### config.mk
export PLATFORM = sky130hd
export DESIGN_NAME = rtc_core
export DESIGN_NICKNAME = d
export VERILOG_FILES = /design/src/rtl/rtc_pkg.sv /design/src/rtl/rtc_prescale.sv /design/src/rtl/rtc_time.sv /design/src/rtl/rtc_alarm.sv /design/src/rtl/rtc_sqw.sv /design/src/rtl/rtc_core.sv
export SDC_FILE = /design/constraint.sdc
export NUM_CORES = 1
export LEC_CHECK = 0
export ABC_AREA = 1
export ABC_CLOCK_PERIOD_IN_PS = 10700
export BUFFER_PORTS_ARGS = -buffer_cell sky130_fd_sc_hd__buf_2
export CAP_MARGIN = 5
export CORE_MARGIN = 2
export CORE_UTILIZATION = 40
export CTS_CLUSTER_SIZE = 12
export DETAILED_ROUTE_END_ITERATION = 16
export GPL_TIMING_DRIVEN = 0
export PLACE_DENSITY_LB_ADDON = 0.12
export SETUP_SLACK_MARGIN = 0.3
export SYNTH_ARGS = -nofsm -noshare
export SYNTH_HDL_FRONTEND = slang
export SYNTH_SLANG_ARGS = --single-unit
### constraint.sdc
create_clock -name clk -period 10.7 [get_ports clk]
set_input_delay 0.535 -clock clk [delete_from_list [all_inputs] [get_ports clk]]
set_output_delay 0.535 -clock clk [all_outputs]
set_load 0.005 [all_outputs]
### src/rtl/rtc_pkg.sv
package rtc_pkg;

  localparam int ADDR_W = 3;

  localparam logic [ADDR_W-1:0] A_SEC = 3'd0;
  localparam logic [ADDR_W-1:0] A_SUB = 3'd1;
  localparam logic [ADDR_W-1:0] A_TOD = 3'd2;
  localparam logic [ADDR_W-1:0] A_RLD = 3'd3;
  localparam logic [ADDR_W-1:0] A_CTL = 3'd4;

  localparam int B_RUN    = 0;
  localparam int B_TOD_IE = 1;
  localparam int B_SSA_IE = 2;
  localparam int B_BUSY   = 3;
  localparam int B_RDY    = 4;
  localparam int B_RDY_IE = 5;
  localparam int B_TOD_F  = 6;
  localparam int B_SSA_F  = 7;
  localparam int B_SQW_EN = 8;
  localparam int B_SEL_LO = 9;
  localparam int B_RD_OK  = 14;
  localparam int B_WR_OK  = 15;

  typedef enum logic [1:0] {
    SQW_SLOW = 2'd0,
    SQW_MID  = 2'd1,
    SQW_TICK = 2'd2,
    SQW_DIV  = 2'd3
  } sqw_sel_e;

endpackage

### src/rtl/rtc_prescale.sv
module rtc_prescale #(
  parameter int PRE_W = 4,
  parameter int DIV_W = 3
) (
  input  logic clk,
  input  logic rst_n,
  input  logic run,
  input  logic tick_4k,
  output logic mid_bit,
  output logic div_bit,
  output logic t4_q,
  output logic ss_tick
);
  localparam logic [PRE_W-1:0] PRE_LAST = '1;
  localparam int MID_IDX = PRE_W - 2;

  logic [PRE_W-1:0] pre_q, pre_d;
  logic [DIV_W-1:0] div_q, div_d;
  logic             t4_d;

  // next state; all state moves only while running
  always_comb begin
    pre_d = pre_q;
    div_d = div_q + 1'b1;
    t4_d  = tick_4k;
    if (tick_4k) pre_d = pre_q + 1'b1;
  end

  assign ss_tick = run & tick_4k & (pre_q == PRE_LAST);
  assign mid_bit = pre_q[MID_IDX];
  assign div_bit = div_q[DIV_W-1];

  always_ff @(posedge clk or negedge rst_n) begin
    if (!rst_n) begin
      pre_q <= '0;
      div_q <= '0;
      t4_q  <= 1'b0;
    end else if (run) begin
      pre_q <= pre_d;
      div_q <= div_d;
      t4_q  <= t4_d;
    end
  end
endmodule

### src/rtl/rtc_time.sv
module rtc_time #(
  parameter int SUB_W      = 8,
  parameter int SEC_W      = 32,
  parameter int TOD_W      = 20,
  parameter int XFER_TICKS = 2
) (
  input  logic             clk,
  input  logic             rst_n,
  input  logic             tick_4k,
  input  logic             ss_tick,
  input  logic             wr_sec,
  input  logic             wr_sub,
  input  logic [SEC_W-1:0] sec_wdata,
  input  logic [SUB_W-1:0] sub_wdata,
  output logic [SEC_W-1:0] sec_q,
  output logic [SUB_W-1:0] sub_q,
  output logic             busy,
  output logic             sec_inc,
  output logic [TOD_W-1:0] sec_nxt_low
);
  localparam int XC_W = $clog2(XFER_TICKS + 1);
  localparam logic [XC_W-1:0] XC_LOAD = XC_W'(XFER_TICKS);
  localparam logic [XC_W-1:0] XC_ONE  = XC_W'(1);
  localparam logic [SUB_W-1:0] SUB_LAST = '1;

  logic [SEC_W-1:0] sec_d, stage_sec_q, stage_sec_d;
  logic [SUB_W-1:0] sub_d, stage_sub_q, stage_sub_d;
  logic             pend_sec_q, pend_sec_d, pend_sub_q, pend_sub_d;
  logic [XC_W-1:0]  xc_q, xc_d;
  logic             accept, xfer_done;

  assign busy      = (xc_q != '0);
  assign accept    = (wr_sec | wr_sub) & ~busy;
  assign xfer_done = busy & tick_4k & (xc_q == XC_ONE);
  assign sec_inc   = ss_tick & (sub_q == SUB_LAST) & ~(xfer_done & pend_sec_q);

  always_comb begin
    xc_d        = xc_q;
    stage_sec_d = stage_sec_q;
    stage_sub_d = stage_sub_q;
    pend_sec_d  = pend_sec_q;
    pend_sub_d  = pend_sub_q;
    if (accept) begin
      xc_d        = XC_LOAD;
      pend_sec_d  = wr_sec;
      pend_sub_d  = wr_sub;
      stage_sec_d = sec_wdata;
      stage_sub_d = sub_wdata;
    end else if (busy && tick_4k) begin
      xc_d = xc_q - 1'b1;
    end
  end

  always_comb begin
    sub_d = sub_q;
    sec_d = sec_q;
    if (ss_tick) sub_d = sub_q + 1'b1;
    if (sec_inc) sec_d = sec_q + 1'b1;
    if (xfer_done && pend_sub_q) sub_d = stage_sub_q;
    if (xfer_done && pend_sec_q) sec_d = stage_sec_q;
  end

  assign sec_nxt_low = sec_d[TOD_W-1:0];

  always_ff @(posedge clk or negedge rst_n) begin
    if (!rst_n) begin
      xc_q        <= '0;
      stage_sec_q <= '0;
      stage_sub_q <= '0;
      pend_sec_q  <= 1'b0;
      pend_sub_q  <= 1'b0;
      sec_q       <= '0;
      sub_q       <= '0;
    end else begin
      xc_q        <= xc_d;
      stage_sec_q <= stage_sec_d;
      stage_sub_q <= stage_sub_d;
      pend_sec_q  <= pend_sec_d;
      pend_sub_q  <= pend_sub_d;
      sec_q       <= sec_d;
      sub_q       <= sub_d;
    end
  end
endmodule

### src/rtl/rtc_alarm.sv
module rtc_alarm #(
  parameter int TOD_W = 20,
  parameter int RLD_W = 32
) (
  input  logic             clk,
  input  logic             rst_n,
  input  logic             sec_inc,
  input  logic [TOD_W-1:0] sec_low,
  input  logic             ss_tick,
  input  logic             wr_tod,
  input  logic             wr_rld,
  input  logic [TOD_W-1:0] tod_wdata,
  input  logic [RLD_W-1:0] rld_wdata,
  input  logic             clr_tod,
  input  logic             clr_ssa,
  output logic [TOD_W-1:0] tod_q,
  output logic [RLD_W-1:0] rld_q,
  output logic [RLD_W-1:0] cnt_q,
  output logic             tod_flag,
  output logic             ssa_flag
);
  localparam logic [RLD_W-1:0] CNT_ONE = RLD_W'(1);

  logic [TOD_W-1:0] tod_d;
  logic [RLD_W-1:0] rld_d, cnt_d;
  logic             tod_flag_d, ssa_flag_d;
  logic             tod_hit, ssa_hit;

  assign tod_hit = sec_inc & (sec_low == tod_q);
  assign ssa_hit = ss_tick & (cnt_q <= CNT_ONE);

  always_comb begin
    tod_d = wr_tod ? tod_wdata : tod_q;
    rld_d = wr_rld ? rld_wdata : rld_q;
    cnt_d = cnt_q;
    if (wr_rld)       cnt_d = rld_wdata;
    else if (ssa_hit) cnt_d = rld_q;
    else if (ss_tick) cnt_d = cnt_q - 1'b1;
    // a new event wins over a clear in the same cycle
    tod_flag_d = tod_hit | (tod_flag & ~clr_tod);
    ssa_flag_d = ssa_hit | (ssa_flag & ~clr_ssa);
  end

  always_ff @(posedge clk or negedge rst_n) begin
    if (!rst_n) begin
      tod_q    <= '0;
      rld_q    <= '0;
      cnt_q    <= '0;
      tod_flag <= 1'b0;
      ssa_flag <= 1'b0;
    end else begin
      tod_q    <= tod_d;
      rld_q    <= rld_d;
      cnt_q    <= cnt_d;
      tod_flag <= tod_flag_d;
      ssa_flag <= ssa_flag_d;
    end
  end
endmodule

### src/rtl/rtc_sqw.sv
module rtc_sqw
  import rtc_pkg::*;
(
  input  logic     en,
  input  sqw_sel_e sel,
  input  logic     slow_bit,
  input  logic     mid_bit,
  input  logic     tick_bit,
  input  logic     div_bit,
  output logic     sqw
);
  logic src;

  always_comb begin
    unique case (sel)
      SQW_SLOW: src = slow_bit;
      SQW_MID:  src = mid_bit;
      SQW_TICK: src = tick_bit;
      default:  src = div_bit;
    endcase
  end

  assign sqw = en & src;
endmodule

### src/rtl/rtc_core.sv
module rtc_core
  import rtc_pkg::*;
#(
  parameter int DATA_W     = 32,
  parameter int SUB_W      = 8,
  parameter int SEC_W      = 32,
  parameter int TOD_W      = 20,
  parameter int RLD_W      = 32,
  parameter int PRE_W      = 4,
  parameter int DIV_W      = 3,
  parameter int XFER_TICKS = 2
) (
  input  logic              clk,
  input  logic              rst_n,
  input  logic              tick_4k,
  input  logic              wr_en,
  input  logic [2:0]        addr,
  input  logic [DATA_W-1:0] wdata,
  output logic [DATA_W-1:0] rdata,
  output logic              irq_tod,
  output logic              irq_ssa,
  output logic              irq_rdy,
  output logic              sqw_out
);
  // reset: asserted at once, released through two flops
  logic [1:0] rs_q;
  logic       rst_sync_n;

  always_ff @(posedge clk or negedge rst_n) begin
    if (!rst_n) rs_q <= 2'b00;
    else        rs_q <= {rs_q[0], 1'b1};
  end
  assign rst_sync_n = rs_q[1];

  // control fields
  logic     ctl_run, ctl_tod_ie, ctl_ssa_ie, ctl_rdy_ie, ctl_sqw_en, ctl_rd_ok, ctl_wr_ok;
  sqw_sel_e ctl_sel;
  logic     ctl_run_d, ctl_tod_ie_d, ctl_ssa_ie_d, ctl_rdy_ie_d, ctl_sqw_en_d, ctl_rd_ok_d, ctl_wr_ok_d;
  sqw_sel_e ctl_sel_d;
  logic     rdy_q;

  logic wr_ctl, wr_sec, wr_sub, wr_tod, wr_rld, clr_tod, clr_ssa;

  assign wr_ctl  = wr_en & (addr == A_CTL);
  assign wr_sec  = wr_en & (addr == A_SEC) & ctl_wr_ok;
  assign wr_sub  = wr_en & (addr == A_SUB) & ctl_wr_ok;
  assign wr_tod  = wr_en & (addr == A_TOD);
  assign wr_rld  = wr_en & (addr == A_RLD);
  assign clr_tod = wr_ctl & ~wdata[B_TOD_F];
  assign clr_ssa = wr_ctl & ~wdata[B_SSA_F];

  always_comb begin
    ctl_run_d    = ctl_run;
    ctl_tod_ie_d = ctl_tod_ie;
    ctl_ssa_ie_d = ctl_ssa_ie;
    ctl_rdy_ie_d = ctl_rdy_ie;
    ctl_sqw_en_d = ctl_sqw_en;
    ctl_sel_d    = ctl_sel;
    ctl_rd_ok_d  = ctl_rd_ok;
    ctl_wr_ok_d  = ctl_wr_ok;
    if (wr_ctl) begin
      ctl_run_d    = wdata[B_RUN];
      ctl_tod_ie_d = wdata[B_TOD_IE];
      ctl_ssa_ie_d = wdata[B_SSA_IE];
      ctl_rdy_ie_d = wdata[B_RDY_IE];
      ctl_sqw_en_d = wdata[B_SQW_EN];
      ctl_sel_d    = sqw_sel_e'(wdata[B_SEL_LO +: 2]);
      ctl_rd_ok_d  = wdata[B_RD_OK];
      ctl_wr_ok_d  = wdata[B_WR_OK];
    end
  end

  // datapath
  logic             ss_tick, mid_bit, div_bit, t4_q;
  logic [SEC_W-1:0] sec_q;
  logic [SUB_W-1:0] sub_q;
  logic             busy, sec_inc;
  logic [TOD_W-1:0] sec_nxt_low, tod_q;
  logic [RLD_W-1:0] rld_q, ssa_cnt;
  logic             tod_flag, ssa_flag;

  always_ff @(posedge clk or negedge rst_sync_n) begin
    if (!rst_sync_n) begin
      ctl_run    <= 1'b0;
      ctl_tod_ie <= 1'b0;
      ctl_ssa_ie <= 1'b0;
      ctl_rdy_ie <= 1'b0;
      ctl_sqw_en <= 1'b0;
      ctl_sel    <= SQW_SLOW;
      ctl_rd_ok  <= 1'b0;
      ctl_wr_ok  <= 1'b0;
      rdy_q      <= 1'b0;
    end else begin
      ctl_run    <= ctl_run_d;
      ctl_tod_ie <= ctl_tod_ie_d;
      ctl_ssa_ie <= ctl_ssa_ie_d;
      ctl_rdy_ie <= ctl_rdy_ie_d;
      ctl_sqw_en <= ctl_sqw_en_d;
      ctl_sel    <= ctl_sel_d;
      ctl_rd_ok  <= ctl_rd_ok_d;
      ctl_wr_ok  <= ctl_wr_ok_d;
      rdy_q      <= ss_tick;
    end
  end

  rtc_prescale #(.PRE_W(PRE_W), .DIV_W(DIV_W)) u_pre (
    .clk     (clk),
    .rst_n   (rst_sync_n),
    .run     (ctl_run),
    .tick_4k (tick_4k),
    .mid_bit (mid_bit),
    .div_bit (div_bit),
    .t4_q    (t4_q),
    .ss_tick (ss_tick)
  );

  rtc_time #(.SUB_W(SUB_W), .SEC_W(SEC_W), .TOD_W(TOD_W), .XFER_TICKS(XFER_TICKS)) u_time (
    .clk         (clk),
    .rst_n       (rst_sync_n),
    .tick_4k     (tick_4k),
    .ss_tick     (ss_tick),
    .wr_sec      (wr_sec),
    .wr_sub      (wr_sub),
    .sec_wdata   (wdata[SEC_W-1:0]),
    .sub_wdata   (wdata[SUB_W-1:0]),
    .sec_q       (sec_q),
    .sub_q       (sub_q),
    .busy        (busy),
    .sec_inc     (sec_inc),
    .sec_nxt_low (sec_nxt_low)
  );

  rtc_alarm #(.TOD_W(TOD_W), .RLD_W(RLD_W)) u_alarm (
    .clk       (clk),
    .rst_n     (rst_sync_n),
    .sec_inc   (sec_inc),
    .sec_low   (sec_nxt_low),
    .ss_tick   (ss_tick),
    .wr_tod    (wr_tod),
    .wr_rld    (wr_rld),
    .tod_wdata (wdata[TOD_W-1:0]),
    .rld_wdata (wdata[RLD_W-1:0]),
    .clr_tod   (clr_tod),
    .clr_ssa   (clr_ssa),
    .tod_q     (tod_q),
    .rld_q     (rld_q),
    .cnt_q     (ssa_cnt),
    .tod_flag  (tod_flag),
    .ssa_flag  (ssa_flag)
  );

  rtc_sqw u_sqw (
    .en       (ctl_sqw_en),
    .sel      (ctl_sel),
    .slow_bit (sub_q[SUB_W-1]),
    .mid_bit  (mid_bit),
    .tick_bit (t4_q),
    .div_bit  (div_bit),
    .sqw      (sqw_out)
  );

  assign irq_tod = tod_flag & ctl_tod_ie;
  assign irq_ssa = ssa_flag & ctl_ssa_ie;
  assign irq_rdy = rdy_q & ctl_rdy_ie;

  // read mux
  always_comb begin
    rdata = '0;
    unique case (addr)
      A_SEC: if (ctl_rd_ok) rdata[SEC_W-1:0] = sec_q;
      A_SUB: if (ctl_rd_ok) rdata[SUB_W-1:0] = sub_q;
      A_TOD: rdata[TOD_W-1:0] = tod_q;
      A_RLD: rdata[RLD_W-1:0] = rld_q;
      A_CTL: begin
        rdata[B_RUN]         = ctl_run;
        rdata[B_TOD_IE]      = ctl_tod_ie;
        rdata[B_SSA_IE]      = ctl_ssa_ie;
        rdata[B_BUSY]        = busy;
        rdata[B_RDY]         = rdy_q;
        rdata[B_RDY_IE]      = ctl_rdy_ie;
        rdata[B_TOD_F]       = tod_flag;
        rdata[B_SSA_F]       = ssa_flag;
        rdata[B_SQW_EN]      = ctl_sqw_en;
        rdata[B_SEL_LO +: 2] = ctl_sel;
        rdata[B_RD_OK]       = ctl_rd_ok;
        rdata[B_WR_OK]       = ctl_wr_ok;
      end
      default: rdata = '0;
    endcase
  end
endmodule

# == Word level (Yosys, flattened, before mapping) ==
# Cells that the tools add are included.
# op_classes
add_sub_neg,6
n_lt_le_gt_ge,1
eq_ne,10
muxes,18
bitwise,34
reduce_logical,11
# ops
op,n
$mux W32,6
$pmux W8 S5,1
$add A32 B1 Y32 const B,1
$le A32 B1 Y1 const B,1
$sub A32 B1 Y32 const B,1
$and A1 B1 Y1,25
$mux W8,3
$pmux W12 S2,1
$eq A20 B20 Y1,1
$pmux W3 S4,1
$pmux W4 S3,1
$pmux W3 S3,1
$add A8 B1 Y8 const B,1
$eq A8 B8 Y1 const B,1
$pmux W2 S4,1
$reduce_bool A2 Y1,4
$eq A3 B2 Y1 const B,2
$not A1 Y1,6
$add A4 B1 Y4 const B,1
$eq A2 B1 Y1 const B,2
$eq A4 B4 Y1 const B,1
$mux W2,2
$add A3 B1 Y3 const B,1
$eq A3 B1 Y1 const B,1
other kinds (10),14
# totals
reg_bits,190
input_bits,39
output_inout_bits,36

# == Longest topological paths before layout ==
# Gate-level depths: netlist of run 1.
# depth
depth_word,11
depth_mapped,18
mapped_depth_nobuf,17

# == Hierarchy ==
# A second synthesis of run 1 with hierarchy kept.
# unflattened
hier_cells,1591
hier_area_um2,11644.9
# modules_own_cells
mod,instances,cells_per_inst,area_each_um2,seq_area_each_um2
rtc_alarm,1,671,5049.8,2152.1
rtc_time,1,591,4684.5,2102.0
rtc_core,1,278,1491.4,300.3
rtc_prescale,1,39,370.4,200.2
rtc_sqw,1,12,48.8,0.0

# == Least setup slack after synthesis of run 1 ==
# No wires, ideal clock.
# synth_path
path_kind,input port to output port
start,input port addr[1]
end,output port rdata[8]
arrival_ns,1.454
t_required_ns,10.165
slack_ns,8.711
stages,8
n_path_buf,1
path_cell_list,nor2_1 > inv_1 > nor2_1 > clkbuf_1 > inv_1 > o22ai_1 > a21oi_1 > o31ai_1
# synth_via
elab_chain_cells,2
# synth_lines
item,line_no,source
start: declaration,rtc_core.sv:17,"input logic [2:0] addr,"
$eq A3 B3 Y1 (tied with other cells),rtc_core.sv:169,unique case (addr)
$pmux W3 S4 *,rtc_core.sv:169,
end: declaration,rtc_core.sv:19,"output logic [DATA_W-1:0] rdata,"
# Every way passes the cells marked *; elsewhere a longest branch is shown, timed or not.

# == Worst setup path after layout of run 1 ==
# layout_path
start,input port addr[1]
end,output port rdata[2]
# layout_via
elab_chain_cells,2
# layout_lines
item,line_no
$eq A3 B3 Y1 (tied with other cells),rtc_core.sv:169
$pmux W8 S5 *,rtc_core.sv:169
# Marks and branches as above.

==> impl_results.md, run 1 <==
- CP bufs+invs: 5
- Setup TNS: 0 ns
- Main synth FF type: dfrtp_1
- Final period util: between 20 and 30%
- Top sig layer: met4
- Met1 wire length: between 15000 and 20000 um
- Total Routing Usage GR: a little over a quarter
- Most frequent cells in the layout: nand2_1, inv_1, dfrtp_1, nor2_1, o21ai_0
- Detailed route wirelength on metal2: roughly 17000 um
- Post-CTS sizing: 0
- RSZ-0062 raised after global routing: no
- Clock Tree Root: clkbuf_16
- Outcome: finished, final reports clean
- Clock buffer depth: 2
- Async S/R FF share, synth: 100%
- Worst-Margin Slew: 0.768 ns
- WL final: around 36000 um
- Endpoint type of the worst setup path: primary output
- First-pass GRT wire length: 56100 um
- # fillers: 2677
- Post-CTS Setup Bufs: 0
- Std-Cell Rows: slightly below 60
- Register-to-Register Path Depth: 14
- Skew final: around 0.017 ns
- Share of layout cells above drive strength 1: between 10% and 20%
- Final hold slack: 0.310 ns
- CP arrival: 2.39 ns
- Crit path to: rdata[2]
- Post-synth EDFFs: 0
- DR WL/cell: just under 20 um
- Slew margin rel.: between 40% and 50%
- Nets@finish: 1555
- I/O pin count: 75
- Setup CP Type: in -> out
- Drt pass-1 iters: 5
- Crit path launch: addr[1]
- CP Cell Sequence: buf_2, nor2_1, inv_1, nor2_1, inv_1, clkbuf_1, o21ai_0, nand2_1, o2111ai_1, buf_2
- Post-route DRC: 0
- Antenna Diode Count: 0
- Netlist cell types: 51
- R2R setup slack: ~8 ns
- Met3 WL: roughly 1700 um
- Critical-path top delay cell: o21ai_0
- Syn nets: roughly 1500
- Vias in the first global route: between 9000 and 10000
- Ys Warns: 0
- Count of input and output buffers: 74
- Final-report hold violation count: 0
- Pwr dens: about 220 nW/um2
- Post-synthesis sequential area ratio: between 40% and 50%
- Clock tree sinks: between 150 and 200
- Dominant cell type by area after synthesis: dfrtp_1
- Synth Instances: roughly 1400
- Reg2reg start: u_time.xc_q[0]
- LEAKAGE: 5.84 nW
- Maximum clock frequency: roughly 0.34 GHz
- Die H: around 170 um
- Synth-to-Final Area Change: 13.9%
- Post-synthesis cell area: between 10000 and 15000 um2
- Reg area: around 4600 um2
- Synth top area share: a little over two fifths
- Area of the multi-input gates: about 5000 um2
- Clock Latency Late Sink: around 0.44 ns
- Syn avg cell area: around 7.4 um2
- VDD IR max: about 0.11 mV
- Post-route antenna net violation count: 0
- Die X-Extent: 166 um
- Max Slew Vio Count: 0
- Flops & latches, synth: 182
- Worst path depth: 10
- Gr ovfl total: 0
- Most common cell after layout, fill and taps aside: nand2_1
- Shortest period the worst path allows: 2.92 ns
- Max stage delay on crit path: between 0.4 and 0.5 ns
- Worst r2r dst: u_alarm.tod_flag
- DIE AREA: about 28000 um2
- Clock-pin transition on the worst setup and hold timing paths: around 0.07 ns
- Hold-fix buffers, CTS: 1
- Initial DRC Count: 913
- Crit start category: input pin
- CTS tree: built
- Largest net degree at the start of global routing: 66
- Worst EP required: between 10 and 15 ns
- Worst hold path type: in -> reg
- Setup-failing EPs final: 0
- Number of antenna violations at the first check in global routing: 0
- Gpl congestion: approximately 0.95
- Largest driver fanout on the critical path: 10
- Post-DP HPWL: 28700 um
- Max-capacitance violation count: 0
- Top cells by area in the synthesized netlist: dfrtp_1, nand2_1, inv_1
- Starting Density: between 40% and 50%
- CP top delay family: buffers and inverters
- CTS buffer count: 17
- H-tree depth: 4
- Core area: between 20000 and 30000 um2
- Vias per cell: about 5.3
- Via count: 9809
==> synth_stat cells, types with 5 or more instances <==
master and count:
o22ai_1 10, xor2_1 31, nand3b_1 5, ha_1 8, inv_1 190, nor4_1 6
nor2_2 8, xnor2_1 6, buf_2 7, clkbuf_1 33, o32ai_1 9, nand4_1 13
a21oi_1 25, nand3_1 87, nor2_4 8, dfrtp_1 182, nor2_1 127, o21ai_0 120
nand2_1 401, nor3_1 20, o211ai_1 19, o2111ai_1 5, o221ai_1 31
==> layer usage <==
metal	track usage, %	up-vias
met4	9.41	0
met3	3.48	58
met5	0	-
met1	37.5	4690
met2	42.4	264
li1	-	4797
==> worst reg2reg max path: stages, from the launching register on <==
cell and delay, ns:
dfrtp_1 0.41, inv_1 0.09, ha_1 0.26, nor2_4 0.08
nand3_4 0.14, clkbuf_1 0.50, buf_2 0.39, nand2_1 0.10
nand3_1 0.08, nand2_1 0.05, nor2_1 0.18, nand3_1 0.13
nor2_1 0.19, nand2_1 0.10, nand2_1 0.07
==> stage by stage <==
step	util, %	instances	setup WS (ns)	power [mW]	cell area, um2
finish	46.1	1856	7.78	2.69	11900
global route	46.1	1856	7.67	2.88	11900
CTS	46.1	1856	7.83	2.68	11900
detailed placement	43.8	1823	7.83	2.05	11400
global placement	43.5	1820	2.64	2.03	11300
floorplan	-	1411	5.25	1.75	10500
==> report_power, final <==
part	leakage, nW	switching (mW)	internal (mW)
sequential	2.19	0.221	0.925
clock	0.272	0.295	0.335
combinational	3.37	0.585	0.324
total	5.84	1.10	1.58
==> layout make-up <==
type | count | share of cell area, %
clock buffers | 19 | 3.79
multi-input cells | 984 | 41.6
clock inverters | 13 | 1.03
plain buffers | 48 | 1.77
flip-flops and latches | 182 | 38.2
inverters | 197 | 6.20
repair buffers | 78 | 3.88
well taps | 335 | 3.51
==> kinds of logic after synthesis <==
family          share of synthesized area, %
compound gates                          14.2
xor+xnor                                3.09
fa+ha+maj                              0.955
buf+inv                                 9.09
flops                                   43.5
mux                                    0.215
other cells                           0.0358
simple gates                            28.9
==> how the worst min path moves through the flow <==
| stage | cells after the start | start | to | slack, ns |
|---|---|---|---|---|
| floorplan | 0 | rst_n | rs_q[0] | 0.24 |
| global placement | 1 | rst_n | rs_q[0] | 0.32 |
| detailed placement | 1 | rst_n | rs_q[0] | 0.32 |
| finish | 3 | wdata[27] | u_time.stage_sec_q[27] | 0.31 |
| global route | 3 | wdata[27] | u_time.stage_sec_q[27] | 0.32 |
| CTS | 3 | wdata[27] | u_time.stage_sec_q[27] | 0.30 |
==> registers in the layout, summed over array words and instances (netlist names), 2 cells and up <==
signal	count
u_pre.pre_q	4
u_time.stage_sub_q	7
u_time.sec_q	32
rs_q	2
ctl_sel	2
u_time.stage_sec_q	25
u_time.xc_q	2
u_alarm.rld_q	32
u_alarm.cnt_q	32
u_pre.div_q	3
u_alarm.tod_q	20
u_time.sub_q	8
(Power assumes the default switching activity.)
==> run 2, diff against run 1 <==
--- a/config.mk
+++ b/config.mk
@@ -6,7 +6,7 @@
 export NUM_CORES = 1
 export LEC_CHECK = 0
 export ABC_AREA = 1
-export ABC_CLOCK_PERIOD_IN_PS = 10700
+export ABC_CLOCK_PERIOD_IN_PS = 2500
 export BUFFER_PORTS_ARGS = -buffer_cell sky130_fd_sc_hd__buf_2
 export CAP_MARGIN = 5
 export CORE_MARGIN = 2
==> constraint.sdc (replaced) <==
create_clock -name clk -period 2.5 [get_ports clk]
set_input_delay 0.125 -clock clk [delete_from_list [all_inputs] [get_ports clk]]
set_output_delay 0.125 -clock clk [all_outputs]
set_load 0.005 [all_outputs]
==> run 2 against run 1 <==
Net effect:
- utilization grew 3.5 points
- clock skew grew 0.0054 ns
- via count grew 5.0%
- non-clock buffer count grew 66
- largest power group unchanged
- clock-buffer cell count shrank 2
- routed wire length grew 3.4%
- sequential share of layout area shrank 2.7 points
- critical path type is now reg -> reg
- cell count grew 3.6%
- critical endpoint is now u_alarm.tod_flag
- sequential cell count is the same
==> impl_results.md, run 2 (synthesis results as in run 1) <==
- Core area: approximately 26000 um2
- Count of input and output buffers: between 70 and 80
- H-tree depth: 4
- First-pass GRT wire length: 57300 um
- Post-route cell area: roughly 13000 um2
- Starting Density: roughly two fifths
- Hold EP: u_time.stage_sec_q[19]
- Max-capacitance violation count: 0
- Nets@finish: around 1600
- Share of layout cells above drive strength 1: approximately 17%
- Largest net degree at the start of global routing: between 50 and 60
- Clk network pwr share: around 22%
- Most used cell along the critical path: nand2_1
- DIE AREA: 27500 um2
- DR WL/cell: roughly 20 um
- Register-to-Register Path Depth: 17
- Post-DP HPWL: around 29000 um
- Worst hold path type: in -> reg
- Setup-failing EPs final: 0
- Initial DRC Count: about 980
- Sw Share: 42.1%
- Post-route antenna net violation count: 0
- Number of antenna violations at the first check in global routing: 0
- Gpl congestion: 0.942
- Clock Tree Root: clkbuf_16
- Layout Utilization: between 40% and 50%
- Worst r2r dst: u_alarm.tod_flag
- VDD IR max: roughly 0.45 mV
- CTS buffer count: 17
- Hold depth: 3
- Slew margin rel.: about half
- Dpl cell area: around 11000 um2
- R2R setup slack: approximately 0.19 ns
- Clock-pin transition on the worst setup and hold timing paths: approximately 0.080 ns
- Antenna Diode Count: 0
- NetSw: about 5.0 mW
- Most frequent cells in the layout: nand2_1, inv_1, dfrtp_1, o21ai_0, nor2_1
- Tot Pwr: about 12 mW
- Critical-path top delay cell: dfrtp_1
- Max stage delay on crit path: 0.35 ns
- Worst-Margin Slew: around 0.74 ns
- Shortest period the worst path allows: 2.31 ns
- LEAKAGE: ~6.3 nW
- Total Routing Usage GR: between 20% and 30%
- Final period util: 92.4%
- I/O pin count: 75
- Setup CP Type: reg -> reg
- Die H: 166 um
- Pwr dens: 930 nW/um2
- Vias in the first global route: between 9000 and 10000
- Skew final: 0.0226 ns
- Endpoint type of the worst setup path: flip-flop
- Post-route DRC: 0
- Clock tree sinks: between 150 and 200
- Clock Latency Late Sink: 0.45 ns
- Crit start category: flip-flop
- Die X-Extent: around 170 um
- Top Registers: u_alarm.cnt_q x32, u_alarm.rld_q x32, u_time.sec_q x32
- Reg2reg start: u_time.xc_q[0]
- # fillers: between 2000 and 3000
- Internal: roughly 6.9 mW
- Drt pass-1 iters: 5
- Largest driver fanout on the critical path: 8
- Final-report hold violation count: 0
- Std-Cell Rows: 59
- Maximum clock frequency: 0.433 GHz
- Most common cell after layout, fill and taps aside: nand2_1
- RSZ-0062 raised after global routing: yes
- CTS tree: built
- WL final: ~38000 um
- Vias per cell: 5.36
- Comb power frac: a little over a third
- Via count: about 10000
- CP arrival: 2.68 ns
- Max Slew Vio Count: 0
- Sequential share of power: roughly two fifths
- HP Start: wdata[19]
- Reg area: between 4000 and 5000 um2
- Clock buffer depth: 2
- Outcome: finished, final reports clean
- CP Cell Sequence: inv_1, ha_4, nor2_4, nand3_4, buf_4, buf_4, nand2_4, nand2_1, nand2_1, nand2_1, nand2_1, nand3_1, nor2_1, nand3_1, nor2_1, nand2_2, nand2_1
- Worst EP required: roughly 2.9 ns
- Gr ovfl total: 0
- Area of the multi-input gates: 5290 um2
- Synth-to-Final Area Change: 22.7%
## run 2: cell count changes in the layout (fill, tap and decap cells not counted), sizes merged
cell,delta
buf,+41
dlygate4sd3,+26
inv,+7
clkinv,-4
clkbuf,-3
bufinv,-1
## run 2: area by class of cell
class | instances | share of cell area, %
buffer | 48 | 1.96
clock buffer | 17 | 3.31
clock inverter | 15 | 1.06
inverter | 197 | 5.81
multi-input combinational | 984 | 41.1
sequential | 182 | 35.5
tap | 335 | 3.26
timing repair buffer | 144 | 7.99
## run 2: layer usage
metal | track usage [%] | part of all wire, % | up-vias
met5 | 0 | 0 | -
met3 | 3.15 | 5.4 | 56
met1 | 38.8 | 46 | 4932
li1 | - | - | 4937
met2 | 42.7 | 46 | 374
met4 | 9.04 | 2.6 | 0
## run 2: worst max-delay path, delay by kind of cell, from the launching register on
kind	cells	cell delay [ns]
buffers and inverters	3	0.39
flip-flops	1	0.35
AND/OR/NAND/NOR	13	1.33
adder cells (fa/ha/maj)	1	0.18
## run 2: power by group through the flow
stage               Sequential, mW  Clock (mW)  Combinational (mW)
floorplan                     4.64           0                2.86
detailed placement            4.91           0                3.83
CTS                           4.86        2.72                4.01
finish                        4.92        2.68                4.35
global placement              4.95           0                3.70
global route                  5.03        2.84                4.88
## run 2: what timing repair did
item	in CTS	in global routing
hold endpoints to repair	43	0
resized for setup	42	70
hold buffers	27	0
endpoints found under the setup margin	62	66
cloned	0	1
setup buffers	16	23
pin swaps	13	33
## run 2: worst max path at each step
stage                              to            start  cells after the start  slack (ns)
6_report             u_alarm.tod_flag   u_time.xc_q[0]                     17        0.19
5_1_grt              u_alarm.tod_flag  u_time.sub_q[7]                     12        0.08
4_1_cts              u_alarm.tod_flag  u_time.sub_q[1]                     16        0.22
3_5_place_dp         u_alarm.tod_flag   u_time.xc_q[0]                     14       -0.17
3_3_place_gp   u_time.stage_sec_q[31]          rs_q[1]                      0       -0.22
2_1_floorplan        u_alarm.tod_flag   u_time.xc_q[0]                     13        0.60
## run 2: through the flow
stage | instances | setup slack [ns] | setup TNS [ns] | hold WS (ns)
floorplan | 1411 | 0.600 | 0 | -0.171
global placement | 1820 | -0.224 | -36.69 | -0.0818
detailed placement | 1823 | -0.172 | -0.361 | -0.0819
CTS | 1898 | 0.216 | 0 | 0.0106
global route | 1922 | 0.0810 | 0 | 0.0106
finish | 1922 | 0.189 | 0 | 0.0215
==> run 3, diff against run 2 <==
--- a/config.mk
+++ b/config.mk
@@ -18,4 +18,5 @@
 export SETUP_SLACK_MARGIN = 0.3
 export SYNTH_ARGS = -nofsm -noshare
 export SYNTH_HDL_FRONTEND = slang
+export SYNTH_HIERARCHICAL = 1
 export SYNTH_SLANG_ARGS = --single-unit
==> run 3 against run 2 <==
Net effect:
- the flow now finishes with violations (negative setup slack)
- first-iteration DRC count shrank 5.8%
- sequential cell count grew 8
- cell count grew 11%
- non-clock buffer count grew 12
- combinational power shrank 12%
- largest cell class unchanged
==> impl_results.md, run 3 <==
- Gpl congestion: approximately 0.91
- Flops & latches, synth: 190
- Outcome: finished with violations
- Clock-pin transition on the worst setup and hold timing paths: 0.07 ns
- Die X-Extent: ~170 um
- Worst EP required: 2.88 ns
- RSZ-0062 raised after global routing: yes
- Final-report hold violation count: 0
- Worst-Margin Slew: approximately 0.7 ns
- Post-synth EDFFs: 0
- Pwr dens: between 800 and 900 nW/um2
- Antenna Diode Count: 0
- Post-synthesis cell area: roughly 12000 um2
- Dpl cell area: roughly 13000 um2
- DIE AREA: roughly 30000 um2
- Vias in the first global route: 10700
- Share of layout cells above drive strength 1: between 20% and 30%
- Most frequent cells in the layout: nand2_1, dfrtp_1, inv_1, nor2_1, nand3_1
- CP arrival: 3.07 ns
- Cell count after placement: slightly above 2000
- Final period util: 108%
- Drt pass-1 iters: 5
- VDD IR max: 0.489 mV
- Count of input and output buffers: 74
- Clock tree sinks: 190
- Number of antenna violations at the first check in global routing: 0
- Endpoint type of the worst setup path: flip-flop
- DR WL/cell: around 19 um
- Syn avg cell area: about 7.3 um2
- Async S/R FF share, synth: 100%
- Setup CP Type: reg -> reg
- Netlist cell types: 46
- Post-synthesis sequential area ratio: between 40% and 50%
- Post-route cell area: around 14000 um2
- Std-Cell Rows: 62
- Setup-failing EPs final: 1
- Largest net degree at the start of global routing: 52
- Max Slew Vio Count: 0
- Dominant cell type by area after synthesis: dfrtp_1
- WL final: 41100 um
- Synth Instances: around 1600
- Largest driver fanout on the critical path: 9
- H-tree depth: 4
- Register-to-Register Path Depth: 20
- Setup TNS: -0.190 ns
- CTS tree: built
- Count leader, synth: nand2_1
- Gr ovfl total: 0
- LEAKAGE: roughly 7 nW
- Total Routing Usage GR: 27.3%
- Clock buffer depth: 2
- Violated checks: negative setup slack
- Slew margin rel.: 54.3%
- Post-DP HPWL: 31100 um
- Most common cell after layout, fill and taps aside: nand2_1
- Post-synth top cells: nand2_1, dfrtp_1, inv_1
- I/O pin count: 75
- CTS buffer count: 17
- Syn nets: around 1600
- Synth-to-Final Area Change: 23.3%
- Initial DRC Count: between 900 and 1000
- Starting Density: about two fifths
- Synth top area share: between 40 and 50%
- Top cells by area in the synthesized netlist: dfrtp_1, nand2_1, nand3_1
- Clock Latency Late Sink: ~0.44 ns
- Die H: approximately 170 um
- Post-route DRC: 0
- Ys Warns: 6
- Via count: between 10000 and 15000
- Main synth FF type: dfrtp_1
- Core area: 28700 um2
- Vias per cell: between 5 and 6
- Non-Filler Instances: between 2000 and 2500
- Max-capacitance violation count: 0
- Shortest period the worst path allows: around 2.7 ns
- Skew final: ~0.013 ns
- Crit start category: flip-flop
- Post-route antenna net violation count: 0
- Hold depth: 4
- Clock Tree Root: clkbuf_16
- Worst hold path type: in -> reg
- Maximum clock frequency: 0.372 GHz
- First-pass GRT wire length: ~63000 um
- Nets@finish: ~1800
- Dpl ws: -0.895 ns
- Setup slack after layout: -0.190 ns
-- run 3: power by group --
group          internal (mW)  switching (mW)  leakage, nW
clock                   1.56            1.32        0.296
combinational           1.62            2.19         4.42
sequential              4.05            1.02         2.37
total                   7.23            4.52         7.08
-- run 3: worst paths after layout --
kind / start / end / slack, ns
worst max-delay path: u_pre/pre_q[0] / u_alarm/tod_flag / -0.19
worst min-delay path: wr_en / ctl_sel[1] / 0.02
worst max register to register: u_pre/pre_q[0] / u_alarm/tod_flag / -0.19
worst min register to register: rs_q[0] / rs_q[1] / 0.36
max in group asynchronous: rs_q[1] / u_time/stage_sec_q[30] / 0.82
min in group asynchronous: rs_q[1] / u_pre/pre_q[3] / 0.38
-- run 3: stage by stage --
step           util [%]  hold WS (ns)  power [mW]
2_1_floorplan         -        -0.171        7.31
3_3_place_gp       43.6       -0.0893        8.35
3_5_place_dp       43.9       -0.0882        8.44
4_1_cts            48.0       0.00336        11.5
5_1_grt            50.0        0.0158        12.5
6_report           50.0        0.0169        11.8
-- run 3: per-layer routing --
layer	vias to the layer above	global-route usage, %	wire length, um	part of all wire (%)
met5	-	0	0	0
met4	0	8.61	1160	2.8
met3	60	3.66	1910	4.7
met2	308	44.3	19400	47
met1	5427	38.0	18600	45
li1	5391	-	-	-
-- run 3: kinds of logic after synthesis --
logic type	after synthesis	share of synthesized area [%]
muxes	42	4.06
xor gates and xnor gates	28	2.11
buffers and inverters	243	9.31
DFF	190	40.8
and+or+nand+nor	907	33.9
other	1	0.0322
AOI/OAI and AO/OA	172	8.94
adders and majority gates	8	0.860
-- run 3: timing repair --
item / 4_1_cts / 5_1_grt
pin swaps: 13 / 25
endpoints found under the setup margin: 66 / 33
cloned: 2 / 3
setup buffers: 15 / 14
hold endpoints to repair: 42 / 0
resized for setup: 47 / 103
hold buffers: 22 / 0
-- run 3: critical path, stage by stage (launching register included) --
cell and delay, ns:
dfrtp_1 0.39, ha_4 0.17, nand2_4 0.05, nor3_4 0.12, buf_6 0.15, nand3_4 0.10, inv_4 0.10, nand2_8 0.08
buf_8 0.16, o21ai_2 0.10, nand2_1 0.09, nand2_2 0.08, nand2_2 0.06, buf_4 0.13, nand2_1 0.08, o21ai_1 0.07
nor2_1 0.11, nand4_1 0.12, nor3_2 0.24, nand3_2 0.13, nand2_1 0.09
-- run 3: layout make-up --
cell class / instances / area, um2
multi-input cells: 1159 / 6310
plain buffers: 72 / 494
inverters: 171 / 666
repair buffers: 132 / 1040
clock inverters: 12 / 151
flip-flops and latches: 190 / 4760
clock buffers: 20 / 457
well taps: 384 / 480
fillers: 2910 / 14300
